**config.mk**
```make
export PLATFORM = sky130hd
export DESIGN_NAME = seg_xlate
export DESIGN_NICKNAME = d
export VERILOG_FILES = /design/src/rtl/seg_pkg.sv /design/src/rtl/seg_desc_fetch.sv /design/src/rtl/seg_translate.sv /design/src/rtl/seg_xlate.sv
export SDC_FILE = /design/constraint.sdc
export NUM_CORES = 1
export LEC_CHECK = 0
export ABC_AREA = 0
export BUFFER_PORTS_ARGS = -buffer_cell sky130_fd_sc_hd__buf_2
export CORE_ASPECT_RATIO = 1.1
export CORE_MARGIN = 4
export CORE_UTILIZATION = 40
export DETAILED_ROUTE_END_ITERATION = 8
export PLACE_DENSITY = 0.63
export SYNTH_ARGS = -nofsm -noshare
export SYNTH_HDL_FRONTEND = slang
export SYNTH_SLANG_ARGS = --single-unit
```
**constraint.sdc**
```tcl
create_clock -name clk -period 4.3 [get_ports clk]
set_clock_uncertainty 0.1 [all_clocks]
set_input_delay 0.215 -clock clk [delete_from_list [all_inputs] [get_ports clk]]
set_output_delay 0.215 -clock clk [all_outputs]
set_load 0.02 [all_outputs]
```
**src/rtl/seg_pkg.sv**
```systemverilog
package seg_pkg;
    typedef enum logic [2:0] {
        C_NONE  = 3'd0,
        C_TBL   = 3'd1,
        C_NP    = 3'd2,
        C_PRIV  = 3'd3,
        C_RSVD  = 3'd4,
        C_LIMIT = 3'd5,
        C_UNLD  = 3'd6
    } cause_t;

    typedef enum logic [2:0] {
        S_IDLE, S_READ_LO, S_READ_HI, S_DECIDE, S_REJECT
    } fstate_t;

    function automatic logic [1:0] pmax(input logic [1:0] a, input logic [1:0] b);
        return (a > b) ? a : b;
    endfunction
endpackage

```
**src/rtl/seg_desc_fetch.sv**
```systemverilog
module seg_desc_fetch
    import seg_pkg::*;
#(
    parameter int SW = 3,
    parameter int TW = 16
) (
    input  logic          clk,
    input  logic          rst_n,
    input  logic [1:0]    cpl,
    input  logic [31:0]   gdt_base,
    input  logic [TW-1:0] gdt_limit,
    input  logic [31:0]   ldt_base,
    input  logic [TW-1:0] ldt_limit,
    input  logic          ld_valid,
    input  logic [SW-1:0] ld_seg,
    input  logic [15:0]   ld_sel,
    output logic          ld_ready,
    output logic          ld_done,
    output logic          ld_fault,
    output cause_t        ld_cause,
    output logic          mem_req,
    output logic [31:0]   mem_addr,
    input  logic          mem_rvalid,
    input  logic [31:0]   mem_rdata,
    output logic          busy,
    output logic [SW-1:0] busy_seg,
    output logic          wr_en,
    output logic          wr_ok,
    output logic [31:0]   wr_base,
    output logic [31:0]   wr_elim,
    output logic [1:0]    wr_dpl,
    output logic [1:0]    wr_rpl
);
    fstate_t       state, nxt;
    logic [15:0]   sel_q;
    logic [1:0]    cpl_q;
    logic [31:0]   tbase_q;
    logic [31:0]   lo_q, hi_q;
    logic [TW-1:0] tlim;
    logic [15:0]   last_byte;
    logic          over;
    cause_t        dcause;

    assign tlim      = ld_sel[2] ? ldt_limit : gdt_limit;
    assign last_byte = {ld_sel[15:3], 3'b111};
    assign over      = TW'(last_byte) > tlim;

    always_ff @(posedge clk or negedge rst_n) begin
        if (!rst_n) state <= S_IDLE;
        else        state <= nxt;
    end

    always_comb begin
        nxt = state;
        unique case (state)
            S_IDLE:    if (ld_valid) nxt = over ? S_REJECT : S_READ_LO;
            S_READ_LO: if (mem_rvalid) nxt = S_READ_HI;
            S_READ_HI: if (mem_rvalid) nxt = S_DECIDE;
            S_DECIDE:  nxt = S_IDLE;
            S_REJECT:  nxt = S_IDLE;
            default:   nxt = S_IDLE;
        endcase
    end

    always_ff @(posedge clk or negedge rst_n) begin
        if (!rst_n) begin
            sel_q <= '0; cpl_q <= '0; tbase_q <= '0; lo_q <= '0; hi_q <= '0; busy_seg <= '0;
        end else begin
            if (state == S_IDLE && ld_valid) begin
                sel_q    <= ld_sel;
                cpl_q    <= cpl;
                busy_seg <= ld_seg;
                tbase_q  <= (ld_sel[2] ? ldt_base : gdt_base) + {16'd0, ld_sel[15:3], 3'b000};
            end
            if (state == S_READ_LO && mem_rvalid) lo_q <= mem_rdata;
            if (state == S_READ_HI && mem_rvalid) hi_q <= mem_rdata;
        end
    end

    always_comb begin
        if (!hi_q[15])                                     dcause = C_NP;
        else if (hi_q[21])                                 dcause = C_RSVD;
        else if (pmax(cpl_q, sel_q[1:0]) > hi_q[14:13])    dcause = C_PRIV;
        else                                               dcause = C_NONE;
    end

    always_comb begin
        ld_ready = 1'b0; ld_done = 1'b0; ld_fault = 1'b0; ld_cause = C_NONE;
        mem_req  = 1'b0; mem_addr = tbase_q; wr_en = 1'b0; wr_ok = 1'b0;
        unique case (state)
            S_IDLE:    ld_ready = 1'b1;
            S_READ_LO: mem_req  = 1'b1;
            S_READ_HI: begin mem_req = 1'b1; mem_addr = tbase_q + 32'd4; end
            S_DECIDE:  begin
                ld_done = 1'b1; wr_en = 1'b1;
                ld_cause = dcause; ld_fault = (dcause != C_NONE); wr_ok = (dcause == C_NONE);
            end
            S_REJECT:  begin ld_done = 1'b1; wr_en = 1'b1; ld_fault = 1'b1; ld_cause = C_TBL; end
            default:   ;
        endcase
    end

    assign busy    = (state != S_IDLE);
    assign wr_base = {hi_q[31:24], hi_q[7:0], lo_q[31:16]};
    assign wr_elim = hi_q[23] ? {hi_q[19:16], lo_q[15:0], 12'hFFF} : {12'd0, hi_q[19:16], lo_q[15:0]};
    assign wr_dpl  = hi_q[14:13];
    assign wr_rpl  = sel_q[1:0];

    assert_addr_hold_R2: assert property (@(posedge clk) disable iff (!rst_n)
        ($past(mem_req) && !$past(mem_rvalid)) |-> (mem_req && $stable(mem_addr)));
    assert_hi_follows_lo_R2: assert property (@(posedge clk) disable iff (!rst_n)
        ($past(state == S_READ_LO) && $past(mem_rvalid)) |-> (mem_addr == $past(mem_addr) + 32'd4));
    assert_reject_no_read_R3: assert property (@(posedge clk) disable iff (!rst_n)
        (state == S_REJECT) |-> (!mem_req && ld_fault));
    assert_done_not_ready_R11: assert property (@(posedge clk) disable iff (!rst_n)
        ld_done |-> (!ld_ready && busy));
endmodule

```
**src/rtl/seg_translate.sv**
```systemverilog
module seg_translate
    import seg_pkg::*;
#(
    parameter int NSEG = 6,
    parameter int SW   = 3
) (
    input  logic          clk,
    input  logic          rst_n,
    input  logic [1:0]    cpl,
    input  logic          wr_en,
    input  logic [SW-1:0] wr_seg,
    input  logic          wr_ok,
    input  logic [31:0]   wr_base,
    input  logic [31:0]   wr_elim,
    input  logic [1:0]    wr_dpl,
    input  logic [1:0]    wr_rpl,
    input  logic          busy,
    input  logic [SW-1:0] busy_seg,
    input  logic          xl_valid,
    input  logic [SW-1:0] xl_seg,
    input  logic [31:0]   xl_off,
    output logic          xl_stall,
    output logic          xl_ok,
    output logic          xl_fault,
    output cause_t        xl_cause,
    output logic [31:0]   xl_lin
);
    logic [NSEG-1:0] vld;
    logic [31:0]     base [NSEG];
    logic [31:0]     elim [NSEG];
    logic [1:0]      dpl  [NSEG];
    logic [1:0]      rpl  [NSEG];
    logic            seg_in;
    logic            take;
    cause_t          c;

    for (genvar i = 0; i < NSEG; i++) begin : g_slot
        always_ff @(posedge clk or negedge rst_n) begin
            if (!rst_n) begin
                vld[i] <= 1'b0; base[i] <= '0; elim[i] <= '0; dpl[i] <= '0; rpl[i] <= '0;
            end else if (wr_en && wr_seg == SW'(i)) begin
                vld[i]  <= wr_ok;
                base[i] <= wr_base;
                elim[i] <= wr_elim;
                dpl[i]  <= wr_dpl;
                rpl[i]  <= wr_rpl;
            end
        end
    end

    assign seg_in   = (32'(xl_seg) < NSEG);
    assign xl_stall = xl_valid && busy && (xl_seg == busy_seg);
    assign take     = xl_valid && !xl_stall;

    always_comb begin
        if (!seg_in || !vld[xl_seg])                           c = C_UNLD;
        else if (pmax(cpl, rpl[xl_seg]) > dpl[xl_seg])         c = C_PRIV;
        else if (xl_off > elim[xl_seg])                        c = C_LIMIT;
        else                                                   c = C_NONE;
    end

    always_ff @(posedge clk or negedge rst_n) begin
        if (!rst_n) begin
            xl_ok <= 1'b0; xl_fault <= 1'b0; xl_cause <= C_NONE; xl_lin <= '0;
        end else begin
            xl_ok    <= take && (c == C_NONE);
            xl_fault <= take && (c != C_NONE);
            xl_cause <= take ? c : C_NONE;
            xl_lin   <= (take && c == C_NONE) ? base[xl_seg] + xl_off : 32'd0;
        end
    end

    assert_single_result_R7: assert property (@(posedge clk) disable iff (!rst_n)
        !(xl_ok && xl_fault));
    assert_result_needs_req_R7: assert property (@(posedge clk) disable iff (!rst_n)
        (xl_ok || xl_fault) |-> $past(xl_valid));
    assert_stall_no_result_R11: assert property (@(posedge clk) disable iff (!rst_n)
        $past(xl_stall) |-> (!xl_ok && !xl_fault));
    assert_stall_only_busy_R11: assert property (@(posedge clk) disable iff (!rst_n)
        xl_stall |-> busy);
endmodule

```
**src/rtl/seg_xlate.sv**
```systemverilog
module seg_xlate
    import seg_pkg::*;
#(
    parameter int NSEG = 6,
    parameter int TW   = 16
) (
    input  logic          clk,
    input  logic          rst_n,
    input  logic [1:0]    cpl,
    input  logic [31:0]   gdt_base,
    input  logic [TW-1:0] gdt_limit,
    input  logic [31:0]   ldt_base,
    input  logic [TW-1:0] ldt_limit,
    input  logic          ld_valid,
    input  logic [2:0]    ld_seg,
    input  logic [15:0]   ld_sel,
    output logic          ld_ready,
    output logic          ld_done,
    output logic          ld_fault,
    output logic [2:0]    ld_cause,
    output logic          mem_req,
    output logic [31:0]   mem_addr,
    input  logic          mem_rvalid,
    input  logic [31:0]   mem_rdata,
    input  logic          xl_valid,
    input  logic [2:0]    xl_seg,
    input  logic [31:0]   xl_off,
    output logic          xl_stall,
    output logic          xl_ok,
    output logic          xl_fault,
    output logic [2:0]    xl_cause,
    output logic [31:0]   xl_lin
);
    localparam int SW = 3;

    logic          busy, wr_en, wr_ok;
    logic [SW-1:0] busy_seg;
    logic [31:0]   wr_base, wr_elim;
    logic [1:0]    wr_dpl, wr_rpl;
    cause_t        lc, xc;

    seg_desc_fetch #(.SW(SW), .TW(TW)) u_fetch (
        .clk(clk), .rst_n(rst_n), .cpl(cpl),
        .gdt_base(gdt_base), .gdt_limit(gdt_limit), .ldt_base(ldt_base), .ldt_limit(ldt_limit),
        .ld_valid(ld_valid), .ld_seg(ld_seg), .ld_sel(ld_sel),
        .ld_ready(ld_ready), .ld_done(ld_done), .ld_fault(ld_fault), .ld_cause(lc),
        .mem_req(mem_req), .mem_addr(mem_addr), .mem_rvalid(mem_rvalid), .mem_rdata(mem_rdata),
        .busy(busy), .busy_seg(busy_seg), .wr_en(wr_en), .wr_ok(wr_ok),
        .wr_base(wr_base), .wr_elim(wr_elim), .wr_dpl(wr_dpl), .wr_rpl(wr_rpl)
    );

    seg_translate #(.NSEG(NSEG), .SW(SW)) u_xl (
        .clk(clk), .rst_n(rst_n), .cpl(cpl),
        .wr_en(wr_en), .wr_seg(busy_seg), .wr_ok(wr_ok), .wr_base(wr_base), .wr_elim(wr_elim),
        .wr_dpl(wr_dpl), .wr_rpl(wr_rpl), .busy(busy), .busy_seg(busy_seg),
        .xl_valid(xl_valid), .xl_seg(xl_seg), .xl_off(xl_off),
        .xl_stall(xl_stall), .xl_ok(xl_ok), .xl_fault(xl_fault), .xl_cause(xc), .xl_lin(xl_lin)
    );

    assign ld_cause = lc;
    assign xl_cause = xc;
endmodule

```
Word level (Yosys, flattened, before mapping) --
Index checks and enable logic that the tools add are counted.
Word-level totals: flip-flop bits (word level) 557, output and inout port bits 77, word-level logic and storage cells 134, input port bits 189
Cells by class: $add $sub $neg 3, muxes and demuxes 39, bitwise logic cells 1, equality and inequality tests 13, reductions and logical operators 28, magnitude comparators 9
Operators with widths (number):
- $mux W32 | 8
- $bmux W32 S3 | 2
- $add A32 B16 Y32 | 1
- $add A32 B3 Y32 const B | 1
- $add A32 B32 Y32 | 1
- $gt A32 B32 Y1 | 1
- $mux W3 | 10
- $gt A16 B16 Y1 | 1
- $mux W16 | 1
- $logic_and A1 B1 Y1 | 14
- $mux W2 | 7
- $bmux W2 S3 | 2
- $eq A3 B2 Y1 const B | 4
- $logic_not A3 Y1 | 4
- $eq A3 B3 Y1 const B | 3
- $pmux W3 S3 | 1
- $reduce_bool A3 Y1 | 3
- $gt A2 B2 Y1 | 4
- $eq A3 B1 Y1 const B | 2
- $ne A2 B2 Y1 const B | 3
- $pmux W3 S2 | 1
- $mux W1 | 5
- $ge A4 B4 Y1 const B | 1
- $lt A3 B4 Y1 const B | 1
- other kinds (9) | 12

Logic depth before layout (Yosys ltp) --
Gate-level depths: netlist (run 1).
word-level depth 12, mapped depth 18

Cells and area by module --
From an unflattened synthesis (run 1), not the netlist that was laid out.
Unflattened totals: cells, all modules 2305, area total of the unflattened synthesis 28706.3 um2
By module, submodules not included:
- seg_translate | area an instance 21934.8 um2, cells an instance 1620, times used 1, sequential area each 11285.8 um2
- seg_desc_fetch | area an instance 6771.5 um2, cells an instance 685, times used 1, sequential area each 2477.4 um2

Worst setup path after synthesis (run 1) --
Ideal clock, no wire load.
path kind input to register, start point input xl_seg[0], end point register u_xl.xl_lin[6], setup slack 436 ps, stages 15, data required time 4128 ps, path buffers 4, setup time 72 ps, arrival 3692 ps, cell sequence buf_2 buf_2 buf_1 mux4_2 a21oi_1 ha_1 a21oi_1 o21ai_0 a211oi_1 nor3_1 o31a_1 nor3_2 nand2_2 buf_6 nor2_1
Between the ends: word-level cells in the longest chain between the ends 12, elaborated cells on any way between the ends 34, those cells by class add/sub: 1; order compare: 4; eq/ne: 1; mux: 19; bitwise: 1; reduce/logical: 8
Ends and longest elaborated chain:
- start, declared | RTL line seg_xlate.sv:26 | input logic [2:0] xl_seg,
- parallel branches: the longest is 11 deep, another holds $gt A32 B32 Y1
- $mux W32 (*) | RTL line seg_translate.sv:69 | xl_lin <= (take && c == C_NONE) ? base[xl_seg] + xl_off : 32'd0;
- end signal, assigned | RTL line seg_translate.sv:69
- end, declared | RTL line seg_translate.sv:26 | output logic [31:0] xl_lin
Every way passes the cells marked *. The select of a mux whose other input is x is not followed. A chain may end at the register's enable or synchronous reset.

Final worst setup path (run 1) --
start point register u_xl.elim[71] (netlist name), end point register u_xl.xl_lin[31]
Between the ends: word-level cells in the longest chain between the ends 10
Ends and longest elaborated chain:
- start, declared | RTL line seg_translate.sv:30 | logic [31:0] elim [NSEG];
- start signal, assigned by index | RTL line seg_translate.sv:44 | elim[i] <= wr_elim;
- $bmux W32 S3 | RTL line seg_translate.sv:58 | else if (xl_off > elim[xl_seg]) c = C_LIMIT;
- $mux W32 (not written as such) (2 in series) | RTL line seg_translate.sv:58
- $gt A32 B32 Y1 | RTL line seg_translate.sv:58
- $mux W3 | RTL line seg_translate.sv:58
- $mux W3 | RTL line seg_translate.sv:57 | else if (pmax(cpl, rpl[xl_seg]) > dpl[xl_seg]) c = C_PRIV;
- $mux W3 | RTL line seg_translate.sv:56 | if (!seg_in || !vld[xl_seg]) c = C_UNLD;
- $logic_not A3 Y1 | RTL line seg_translate.sv:69
- $logic_and A1 B1 Y1 | RTL line seg_translate.sv:69
- $mux W32 | RTL line seg_translate.sv:69
No other way between the ends. The select of a mux whose other input is x is not followed.

==> flow_summary.yaml, run 1 <==
drt:
  routed_via_density: 5.453
  routed_wl_um: 85490
  antenna_left: 0
  dr.pass1.iters: 5
  wire_per_inst_um: 21.42
  vias: 21770
  drt_first_iter_violations: 1489
  drc: 0
min_path:
  hold_class: "in2reg"
clock_tree:
  cts_tree: "yes"
  cts-root-buf: "clkbuf_16"
  clk-insertion-delay-late_ns: 0.62
  ctsLongestPathBuffers: 3
  htree_levels: 2
  cts_buffers: 58
  cts.clk_slew.worst_paths_ns: 0.06
  clock-sinks: 550
worst_setup_path:
  cp.required_ns: 4.76
  critPathCaptureType: "register"
  critical_path_class: "reg2reg"
  path_max_fanout: 8
  startpoint_type: "register"
  critical_path_arrival_ns: 4.47
finish:
  drive_gt1_share_pct: 22.80
  fillers: 6367
  fin_nets: 3300
  syn_to_final_growth_pct: 19.21
die:
  floorplan.io_pins: 266
  dieWidth_um: 259.5
  start_util_pct: 40.35
  die_y_um: 284.7
  dieArea_um2: 73890
  core_um2: 69000
  num_rows: 101
status:
  status: "complete, no violations"
synth:
  synth_mux_area_share_pct: 16.71
  async_reset_ff_share_pct: 100.0
  syn_nets: 2990
  avgSynthCellArea_um2: 10.31
  ys.flop_type: "dfrtp_1"
  synth_compound_area_share_pct: 10.28
  yosys_warnings: 0
  ys_seq_elements: 550
  synth_adder_area_share_pct: 4.638
  synth_xor_area_share_pct: 2.580
  yosysSeqAreaShare_pct: 49.44
  synth_edf_count: 0
  yosysUniqueCellTypes: 66
  synthSimpleGateAreaFrac_pct: 13.73
  synthCells: 2699
  synth_top_family_by_area: "multiplexers"
  syn_area_um2: 27840
sta:
  period_needed_ns: 4.015
  fmax_mhz: 249.1
  relSlewSlack_pct: 24.66
  maxSlewViolCount: 0
  tns_ns: 0
  hold_viol_final: 0
  worstMarginPinSlew_ns: 1.126
  rsz0062_at_grt: "no"
  fin_crit_sh_pct: 93.38
  setup-violations-final: 0
power_and_ir_drop:
  power_leakage_nw: 15.88
  worst_ir_drop_vdd_mv: 0.3143
  fin_total_pwr_w: 0.02101
  powerDensity_nw_per_um2: 633.2
grt:
  antenna_found_initial: 13
  track_usage_pct: 22.97
  grt_pass1_wl_um: 131900
  grt.overflow.total: 0
  grt_max_degree: 123
  first_global_vias: 22620
placed_design:
  place.gp.congestion: 0.9149
  portBuffers: 265
  place_hpwl_um: 58850
run:
  cap_violations: 0
==> where the power goes <==
part | total, W | switching [W] | internal (W)
combinational | 0.00692 | 0.00386 | 0.00307
sequential | 0.00890 | 0.00162 | 0.00729
clock | 0.00518 | 0.00210 | 0.00309
==> per-stage QoR <==
stage          cell area, µm²  hold slack, ns  util [%]  worst slack [ns]  instances
2_1_floorplan           27840         -0.1806         -            0.4364       2699
3_3_place_gp            30370         0.08882     44.01            0.1271       3797
3_5_place_dp            30370         0.09553     44.01           0.04382       3797
4_1_cts                 33160       0.0007219     48.06           0.09059       3984
5_1_grt                 33180         0.03817     48.09         0.0001386       3988
6_report                33190         0.02260     48.10            0.2848       3992
==> cell usage after synthesis, types with 3 or more instances <==
cell	count	share of area, %
nand2_1	646	8.7
dfrtp_1	550	49
o21ai_0	291	5.2
mux2_2	179	7.2
a21oi_1	128	2.3
nor2_1	122	1.6
mux2i_1	108	3.9
clkbuf_1	104	1.4
ha_1	100	4.5
mux4_2	69	5.6
xnor2_1	52	1.6
buf_2	34	0.61
a21o_1	30	0.81
xor2_1	30	0.94
nand3_1	27	0.49
inv_1	24	0.32
and3_1	19	0.43
nor2b_1	19	0.43
nand4_1	16	0.36
nor3_1	16	0.29
buf_1	11	0.15
o21a_1	11	0.30
a211oi_1	9	0.24
a31oi_1	7	0.16
o211ai_1	7	0.19
nor4_1	6	0.13
and2_1	5	0.11
nand2b_1	5	0.11
nand3b_1	5	0.13
o21bai_1	5	0.13
or2_2	5	0.11
a21boi_0	4	0.11
a32oi_1	4	0.13
o21ai_1	4	0.072
a32o_1	3	0.11
and4_1	3	0.094
==> repair_timing <==
item,in CTS,in global routing
setup buffers,0,0
gates resized for setup,0,3
hold buffers,79,0
endpoints found under the setup margin,0,1
endpoints found under the hold margin,197,0
==> final cells by class <==
cell class | instances | area [µm²] | share of cell area (%)
clock inverter | 19 | 219.0 | 0.6598
multi-input combinational | 1971 | 13430 | 40.47
clock buffer | 89 | 1782 | 5.369
sequential | 550 | 13760 | 41.47
tap | 927 | 1160 | 3.495
timing repair buffer | 403 | 2719 | 8.192
antenna | 8 | 20.02 | 0.06032
inverter | 25 | 93.84 | 0.2828
==> kinds of logic (layout without fill, tap and decap cells) <==
group,Yosys count,count (layout)
compound gates,519,519
xor+xnor,82,82
fa+ha+maj,102,102
buf+inv,178,536
flops,550,550
mux,356,356
other cells,0,8
simple gates,912,912
==> cell usage in the layout (no fill, tap or decap), types with 79 or more instances in the layout <==
master	instances
nand2_1	643
dfrtp_1	550
o21ai_0	290
buf_2	262
mux2_2	179
a21oi_1	127
nor2_1	120
mux2i_1	108
ha_1	100
dlygate4sd3_1	79
==> worst max-delay path, stage by stage (launching register included) <==
cell	delay, ns
dfrtp_1	0.37
mux4_2	0.48
a21oi_1	0.35
ha_1	0.32
and3_1	0.21
o21ai_0	0.10
a21oi_1	0.06
o21ai_1	0.33
buf_4	0.18
a21boi_0	0.18
nor3_2	0.23
buf_4	0.24
nand3_1	0.09
mux2i_1	0.16
dlygate4sd3_1	0.56
==> worst paths after layout <==
check                                from                  end  slack, ns  depth (start not counted)
setup / recovery            u_xl.elim[71]      u_xl.xl_lin[31]       0.28                         14
hold / removal               ldt_base[19]  u_fetch.tbase_q[19]       0.02                          4
setup reg to reg            u_xl.elim[71]      u_xl.xl_lin[31]       0.28                         14
hold reg to reg            u_xl.base[141]       u_xl.base[141]       0.37                          2
max in group asynchronous           rst_n        u_xl.base[62]       2.76                          3
min in group asynchronous           rst_n       u_xl.base[138]       0.04                          2
==> registers in the layout, summed over array words and instances, names as in the netlist <==
register,count
u_fetch.cpl_q,2
u_xl.xl_ok,1
u_fetch.sel_q,2
u_xl.rpl,12
u_fetch.busy_seg,3
u_xl.xl_lin,32
u_xl.base,192
u_fetch.tbase_q,32
u_xl.dpl,12
u_xl.elim,192
u_fetch.lo_q,32
u_fetch.hi_q,25
u_xl.xl_cause,3
u_xl.xl_fault,1
u_xl.vld,6
u_fetch.state,3
==> per-layer routing <==
layer  vias up  wire length, µm  share of wire, %  global-route usage (%)
li1      10000                -                 -                       -
met1     10860            34680                41                   29.32
met2       759            40710                48                   37.91
met3       146             6968               8.2                   5.979
met4         6             3093               3.6                   8.150
met5         -               41             0.048                       0
Note: power is estimated with default switching activity, not from simulation.
==> inputs of run 2 (changes only) <==
- PLACE_DENSITY: 0.63 -> default
==> run 2 against run 1 <==
First-iteration DRC count is 2.8% lower. Worst setup slack better by 0.24 ns. Sequential cell count stayed put. Fmax is 6.4% higher. Final cell count hardly changed. Sequential share of layout area is 0.14 points lower. Register-to-register slack better by 0.24 ns. Combinational power hardly changed. Largest power group unchanged. Wire length hardly changed. Critical path depth is 2 lower. Sequential power is 0.8% higher.
==> flow_summary.yaml, run 2 (same netlist as run 1, synthesis figures left out) <==
power_and_ir_drop:
  powerDensity_nw_per_um2: 634.3
  power_leakage_nw: 15.95
  worst_ir_drop_vdd_mv: 0.3131
die:
  floorplan.io_pins: 266
  die_y_um: 284.7
  dieArea_um2: 73890
  dieWidth_um: 259.5
  start_util_pct: 40.35
  num_rows: 101
  core_um2: 69000
sta:
  fin_ws_ns: 0.5268
  fin_crit_sh_pct: 87.75
  relSlewSlack_pct: 31.97
  whs_ns: 0.02763
  period_needed_ns: 3.773
  maxSlewViolCount: 0
  worstMarginPinSlew_ns: 1.020
  rsz0062_at_grt: "no"
  fmax_mhz: 265.0
  hold_viol_final: 0
  setup-violations-final: 0
  tns_ns: 0
drt:
  wire_per_inst_um: 21.42
  antenna_left: 0
  drt_first_iter_violations: 1447
  routed_wl_um: 85490
  drc: 0
  routed_via_density: 5.414
  vias: 21610
  dr.pass1.iters: 8
clock_tree:
  ctsLongestPathBuffers: 3
  cts_tree: "yes"
  htree_levels: 2
  cts-root-buf: "clkbuf_16"
  clk-insertion-delay-late_ns: 0.63
  clock-sinks: 550
  cts.clk_slew.worst_paths_ns: 0.06
  cts_buffers: 58
  post_cts_buffers: 0
grt:
  first_global_vias: 22550
  busiest_layer: "met2"
  grtUsageMet1_pct: 29.40
  grt.overflow.total: 0
  grtUsageMet2_pct: 38.01
  antenna_found_initial: 12
  grt_max_degree: 123
  grt_use_met3_pct: 5.765
  grt_pass1_wl_um: 132200
  track_usage_pct: 23.01
worst_setup_path:
  crit_start: "u_xl.elim[87]"
  r2r_slack_ns: 0.53
  cp.required_ns: 4.70
  path_max_fanout: 14
  critPathCaptureType: "register"
  startpoint_type: "register"
  critical_path_class: "reg2reg"
  r2r_end: "u_xl.xl_lin[10]"
  critical_path_arrival_ns: 4.17
  crit_end: "u_xl.xl_lin[10]"
  reg2reg_from: "u_xl.elim[87]"
  reg2regPathDepth: 12
finish:
  final_common_cell: "nand2_1"
  fin_area_um2: 33300
  final_cell_mix: "643 x nand2_1, 550 x dfrtp_1, 291 x o21ai_0"
  top_regs: "u_xl.base: 192 flops, u_xl.elim: 192 flops"
  drive_gt1_share_pct: 22.87
  fin_nets: 3303
  syn_to_final_growth_pct: 19.61
  fillers: 6403
status:
  status: "complete, no violations"
min_path:
  hold_class: "in2reg"
  hp-start: "ld_valid"
placed_design:
  pre_cts_slack_ns: 0.08405
  portBuffers: 265
  place.gp.congestion: 0.8903
  place_hpwl_um: 58820
  place_area_um2: 30460
run:
  cap_violations: 0
## run 2: area by class of cell
class / count / area, µm² / area share (%)
flip-flops and latches: 550 / 13760 / 41.33
multi-input cells: 1971 / 13430 / 40.32
repair buffers: 406 / 2821 / 8.473
clock buffers: 86 / 1770 / 5.317
well taps: 927 / 1160 / 3.483
clock inverters: 23 / 255.2 / 0.7665
inverters: 25 / 93.84 / 0.2818
diodes: 3 / 7.507 / 0.02254
## run 2: where the power goes
part / switching [W] / total [W] / internal, W
logic: 0.00378 / 0.00689 / 0.00310
registers: 0.00169 / 0.00897 / 0.00729
clock network: 0.00212 / 0.00526 / 0.00314
total: 0.00760 / 0.0211 / 0.0135
## run 2: worst max-delay path, cell delays in order (launching register included)
cell and delay [ns]:
dfrtp_1 0.37, mux4_2 0.46, a21oi_1 0.30, ha_1 0.32
and4_1 0.24, and4bb_1 0.26, nand3_1 0.14, and2_1 0.13
a21boi_0 0.60, nor3_2 0.11, nand2_2 0.28, buf_4 0.25
nor2_1 0.08
## run 2: worst min path at each step
| stage | end | slack (ns) | cells after the start |
|---|---|---|---|
| after floorplan | u_fetch.busy_seg[0] | -0.18 | 0 |
| after global placement | u_fetch.lo_q[24] | 0.28 | 1 |
| after detailed placement | u_fetch.lo_q[24] | 0.31 | 1 |
| after CTS | u_fetch.sel_q[0] | 0.00008 | 3 |
| after global routing | u_fetch.sel_q[0] | 0.04 | 3 |
| final | u_fetch.sel_q[1] | 0.03 | 3 |
## run 2: repair_timing
action | CTS | global route
endpoints found under the hold margin | 205 | 0
resized for setup | 0 | 0
hold buffers | 81 | 0
## run 2: per-stage QoR
step | utilization, % | total power, W | instances
finish | 48.26 | 0.02112 | 3991
global route | 48.25 | 0.02254 | 3988
CTS | 48.25 | 0.02125 | 3988
detailed placement | 44.14 | 0.01583 | 3798
global placement | 44.14 | 0.01552 | 3798
floorplan | - | 0.01332 | 2699
## run 2: routing by layer
| metal | wire (µm) | share of wire [%] | vias to the layer above |
|---|---|---|---|
| met5 | 62 | 0.073 | - |
| met2 | 40740 | 48 | 775 |
| met4 | 3453 | 4.0 | 10 |
| li1 | - | - | 10010 |
| met1 | 34240 | 40 | 10630 |
| met3 | 6999 | 8.2 | 182 |
